## src/rtl/atomicRegPkg.sv

```systemverilog
package atomicRegPkg;
  localparam int BYTE_W = 8;
  localparam int IDX_W  = 2;   // addresses up to 4 bytes

  typedef struct packed {
    logic              capture;   // byte-0 read: copy upper live bytes
    logic              load;      // lower-byte write into buffer
    logic              commit;    // top-byte write
    logic              rdLive;    // return live byte 0
    logic              rdShadow;  // return a buffer slot
    logic [IDX_W-1:0]  idx;       // decoded byte address
  } ctrlStrobes_t;
endpackage

```

## src/rtl/atomicRegCtrl.sv

```systemverilog
module atomicRegCtrl
  import atomicRegPkg::*;
#(
  parameter int NUM_BYTES = 3,
  parameter int ADDR_W    = 2
) (
  input  logic [ADDR_W-1:0] busAddr,
  input  logic              busRd,
  input  logic              busWr,
  output ctrlStrobes_t      strobes
);
  localparam logic [ADDR_W-1:0] TOP_ADDR = ADDR_W'(NUM_BYTES - 1);

  logic inRange;
  logic isLow;
  logic isTop;

  always_comb begin
    inRange = (busAddr <= TOP_ADDR);
    isLow   = (busAddr == '0);
    isTop   = (busAddr == TOP_ADDR);

    strobes          = '0;
    strobes.idx      = IDX_W'(busAddr);
    strobes.load     = busWr && inRange && !isTop;
    strobes.commit   = busWr && isTop;
    strobes.capture  = busRd && isLow && !busWr;
    strobes.rdLive   = busRd && isLow;
    strobes.rdShadow = busRd && inRange && !isLow;
  end
endmodule

```

## src/rtl/atomicRegData.sv

```systemverilog
module atomicRegData
  import atomicRegPkg::*;
#(
  parameter int NUM_BYTES = 3
) (
  input  logic                        clk,
  input  logic                        rst_n,
  input  ctrlStrobes_t                strobes,
  input  logic [BYTE_W-1:0]           busWdata,
  input  logic [BYTE_W*NUM_BYTES-1:0] liveValue,
  output logic [BYTE_W-1:0]           busRdata,
  output logic [BYTE_W*NUM_BYTES-1:0] commitValue,
  output logic                        commitStrobe
);
  localparam int SLOTS  = NUM_BYTES - 1;
  localparam int LOW_W  = BYTE_W * SLOTS;

  logic [BYTE_W-1:0] holdBuf [SLOTS];
  logic [LOW_W-1:0]  lowFlat;

  // Shared buffer: slot k = live byte k+1 after capture, or pending write byte k
  always_ff @(posedge clk) begin
    if (!rst_n) begin
      for (int k = 0; k < SLOTS; k++) holdBuf[k] <= '0;
    end else begin
      for (int k = 0; k < SLOTS; k++) begin
        if (strobes.load && strobes.idx == IDX_W'(k))
          holdBuf[k] <= busWdata;
        else if (strobes.capture)
          holdBuf[k] <= liveValue[BYTE_W*(k+1) +: BYTE_W];
      end
    end
  end

  for (genvar g = 0; g < SLOTS; g++) begin : gFlat
    assign lowFlat[BYTE_W*g +: BYTE_W] = holdBuf[g];
  end

  always_ff @(posedge clk) begin
    if (!rst_n) begin
      commitValue  <= '0;
      commitStrobe <= 1'b0;
    end else begin
      commitStrobe <= strobes.commit;
      if (strobes.commit) commitValue <= {busWdata, lowFlat};
    end
  end

  always_comb begin
    busRdata = '0;
    if (strobes.rdLive) begin
      busRdata = liveValue[BYTE_W-1:0];
    end else if (strobes.rdShadow) begin
      for (int k = 0; k < SLOTS; k++)
        if (strobes.idx == IDX_W'(k + 1)) busRdata = holdBuf[k];
    end
  end
endmodule

```

## src/rtl/atomicByteReg.sv

```systemverilog
module atomicByteReg
  import atomicRegPkg::*;
#(
  parameter int NUM_BYTES = 3,
  localparam int ADDR_W   = (NUM_BYTES > 2) ? 2 : 1,
  localparam int VAL_W    = BYTE_W * NUM_BYTES
) (
  input  logic              clk,
  input  logic              rst_n,
  input  logic [ADDR_W-1:0] busAddr,
  input  logic              busRd,
  input  logic              busWr,
  input  logic [7:0]        busWdata,
  output logic [7:0]        busRdata,
  input  logic [VAL_W-1:0]  liveValue,
  output logic [VAL_W-1:0]  commitValue,
  output logic              commitStrobe
);
  ctrlStrobes_t strobes;

  atomicRegCtrl #(.NUM_BYTES(NUM_BYTES), .ADDR_W(ADDR_W)) uCtrl (
    .busAddr (busAddr),
    .busRd   (busRd),
    .busWr   (busWr),
    .strobes (strobes)
  );

  atomicRegData #(.NUM_BYTES(NUM_BYTES)) uData (
    .clk          (clk),
    .rst_n        (rst_n),
    .strobes      (strobes),
    .busWdata     (busWdata),
    .liveValue    (liveValue),
    .busRdata     (busRdata),
    .commitValue  (commitValue),
    .commitStrobe (commitStrobe)
  );
endmodule

```

## config.mk

```make
export PLATFORM = sky130hd
export DESIGN_NAME = atomicByteReg
export DESIGN_NICKNAME = d
export VERILOG_FILES = /design/src/rtl/atomicRegPkg.sv /design/src/rtl/atomicRegCtrl.sv /design/src/rtl/atomicRegData.sv /design/src/rtl/atomicByteReg.sv
export SDC_FILE = /design/constraint.sdc
export NUM_CORES = 1
export LEC_CHECK = 0
export CAP_MARGIN = 25
export CORE_MARGIN = 2
export CORE_UTILIZATION = 45
export DETAILED_ROUTE_END_ITERATION = 10
export GPL_ROUTABILITY_DRIVEN = 0
export MAX_ROUTING_LAYER = met4
export PLACE_DENSITY = 0.8
export SETUP_SLACK_MARGIN = 0.05
export SLEW_MARGIN = 20
export SYNTH_ARGS = -nofsm -noshare
export SYNTH_HDL_FRONTEND = slang
export SYNTH_HIERARCHICAL = 1
export SYNTH_SLANG_ARGS = --single-unit
```

## constraint.sdc

```tcl
create_clock -name clk -period 2.3 [get_ports clk]
set_clock_uncertainty 0.2 [all_clocks]
set_input_delay 0.46 -clock clk [delete_from_list [all_inputs] [get_ports clk]]
set_output_delay 0.46 -clock clk [all_outputs]
set_load 0.03 [all_outputs]
```

==> flow_summary.toml <==
[worst_setup_path]
regToRegStartpoint = "uData/holdBuf[0][4]"
rr_worst_depth = 2
worstPathMaxFanout = 5
arrival_ns = 1.47
cp-endpoint = "busRdata[0]"
startpoint = "busRd"
start_kind = "input pin"
path_class = "in2out"
reg2reg_slack_ns = 1.34
cp-end-kind = "output pin"
cp.required_ns = 1.64
r2r_end = "uData/commitValue[4]"

[grt]
track_usage_pct = 20.5
antenna_found_initial = 0
grt_pass1_vias = 1640
grt_first_pass_wirelength_um = 7690
overflow = 0
grt_max_degree = 32

[timing]
slew_viol_final = 0
tns_ns = 0
fin_hold_ws_ns = 0.318
slew_headroom_pct = 64.9
final-setup-viol-count = 0
rsz0062_at_grt = "no"
clock.fmax_mhz = 469
finalHoldViolCount = 0
worst_pin_slew_ns = 0.525
layout_min_cycle_time_ns = 2.13
finalCritPeriodShare_pct = 92.6

[yosys]
syn_avg_cell_area_um2 = 10.8
netlist_instances = 187
syn_area_um2 = 2020
ys_ff_latch = 41
synth_cell_type_count = 24
synth_simple_gate_area_share_pct = 14.0
synth_top_family_by_area = "multiplexers"
synth_mux_area_share_pct = 19.9
ys_warn_count = 6
yosys.area_share.adder_pct = 0
yosysSeqAreaShare_pct = 48.6
synth_compound_area_share_pct = 9.37
yosys.area_share.xor_xnor_pct = 0.434
syn_nets = 225

[floorplanning]
start_util_pct = 46.6
fp-row-count = 24
die_w_um = 71.0
core_area_um2 = 4320
die-area_um2 = 5030
pin_count = 71
die_h_um = 71.0

[power]
power.density_nw_per_um2 = 580
p_leak_nw = 1.17
p_total_w = 0.00174
peakVddDrop_mv = 0.433

[clock_network]
cts-root-buf = "clkbuf_8"
cts_tree = "built"
numCtsBuffers = 5
clk_latency_ns = 0.30
postCtsHoldBufs = 0
cts_num_sinks = 41
clkTransAtPathRegs_ns = 0.07
cts_setup_buffers = 0
htree_num_levels = 2
cts_buffer_depth = 2

[routing]
routed_wl_um = 4650
vias = 1584
drt_pass1_iterations = 4
drc = 0
dr.first_iter.drc_count = 75
drtAntennaViolNets = 0
post_drt_wl_per_cell_um = 14.6
routed_via_density = 4.97

[place]
numPortBuffers = 70
placed_cell_area_um2 = 2860
place_inst = 311
hpwl_um = 3420

[finish]
antenna_cells = 0
drive_above_1_share_pct = 16.1
layoutNonFillerInstCount = 319
synthToLayoutAreaGrowth_pct = 48.5
mostFrequentLayoutCell = "clkdlybuf4s50_1"
postLayoutCellArea_um2 = 3000
final_cell_mix = "59 x clkdlybuf4s50_1, 40 x mux2i_1, 27 x nor2b_1, 25 x dfxtp_1, 18 x buf_4"
fin_nets = 304

[worst_hold_path]
hold_class = "reg2reg"

[job]
drv_cap = 0

[outcome]
status = "complete, no violations"
==> report_power, final <==
| part | internal (W) | switching, W | leakage [nW] | total, W |
|---|---|---|---|---|
| clock | 0.000353 | 0.000259 | 0.0574 | 0.000612 |
| combinational | 0.000163 | 0.000144 | 0.756 | 0.000307 |
| sequential | 0.000797 | 0.0000220 | 0.360 | 0.000819 |
==> worst max-delay path, cell delays in order <==
cell,delay [ns]
dlygate4sd2_1,0.24
nor3b_4,0.15
nand2b_4,0.15
buf_6,0.13
o21ai_0,0.15
buf_4,0.18
==> state kept, by name, summed over array words and instances (netlist names) <==
name,flops
uData/commitValue,24
uData/commitStrobe,1
uData/holdBuf,16
==> cells in the mapped netlist <==
cell type / count / area share [%]
mux2i_1: 40 / 20
nor2b_1: 27 / 8.4
dfxtp_1: 25 / 25
edfxtp_1: 16 / 24
inv_1: 16 / 3.0
nand2_1: 11 / 2.0
o21ai_0: 9 / 2.2
a22oi_1: 8 / 3.0
o211ai_1: 8 / 3.0
buf_4: 5 / 1.9
buf_2: 3 / 0.74
clkbuf_1: 3 / 0.56
and2_1: 2 / 0.62
and2b_2: 2 / 0.87
buf_6: 2 / 1.1
nand2b_1: 2 / 0.62
a21oi_4: 1 / 0.81
and2b_1: 1 / 0.37
and3b_2: 1 / 0.50
buf_1: 1 / 0.19
clkbuf_2: 1 / 0.25
nor3b_2: 1 / 0.62
o21bai_1: 1 / 0.37
xor2_1: 1 / 0.43
==> area by class of cell <==
type	instances	area (um2)
Sequential cell	41	981
Multi-Input combinational cell	115	902
Clock inverter	2	37.5
Fill cell	323	1330
Timing Repair Buffer	87	867
Clock buffer	6	82.6
Tap cell	52	65.1
Inverter	16	60.1
==> metal layers <==
metal	part of all wire [%]	vias up	wire, um	global-route usage (%)
met2	48	53	2230	33.0
met4	1.4	0	64	6.92
met3	6.7	7	309	5.41
met5	0	-	0	-
met1	44	731	2040	25.2
li1	-	793	-	-
==> what timing repair did <==
item / 4_1_cts / 5_1_grt
resized for setup: 13 / 7
hold endpoints to repair: 0 / 0
pin swaps: 0 / 1
endpoints found under the setup margin: 11 / 8
==> worst min path at each step <==
stage	start	depth (start not counted)	endpoint
2_1_floorplan	uData/holdBuf[1][7]	2	uData/commitValue[15]
3_3_place_gp	uData/commitValue[19]	2	uData/commitValue[19]
3_5_place_dp	uData/commitValue[1]	2	uData/commitValue[1]
4_1_cts	uData/commitValue[7]	2	uData/commitValue[7]
5_1_grt	uData/commitValue[6]	2	uData/commitValue[6]
6_report	uData/commitValue[6]	2	uData/commitValue[6]
==> cell families (layout without fill, tap and decap cells) <==
logic type      after synthesis  count (layout)
simple gates                 47              47
xor+xnor                      1               1
mux                          40              40
flops                        41              41
buf+inv                      31             111
compound gates               27              27
==> through the flow <==
stage / setup WS, ns / utilization (%)
global placement: -0.277 / 66.1
global route: 0.105 / 69.3
CTS: 0.0565 / 69.4
floorplan: -0.0700 / -
detailed placement: -0.301 / 66.1
finish: 0.170 / 69.3
Power figures use the tool's default switching activity.
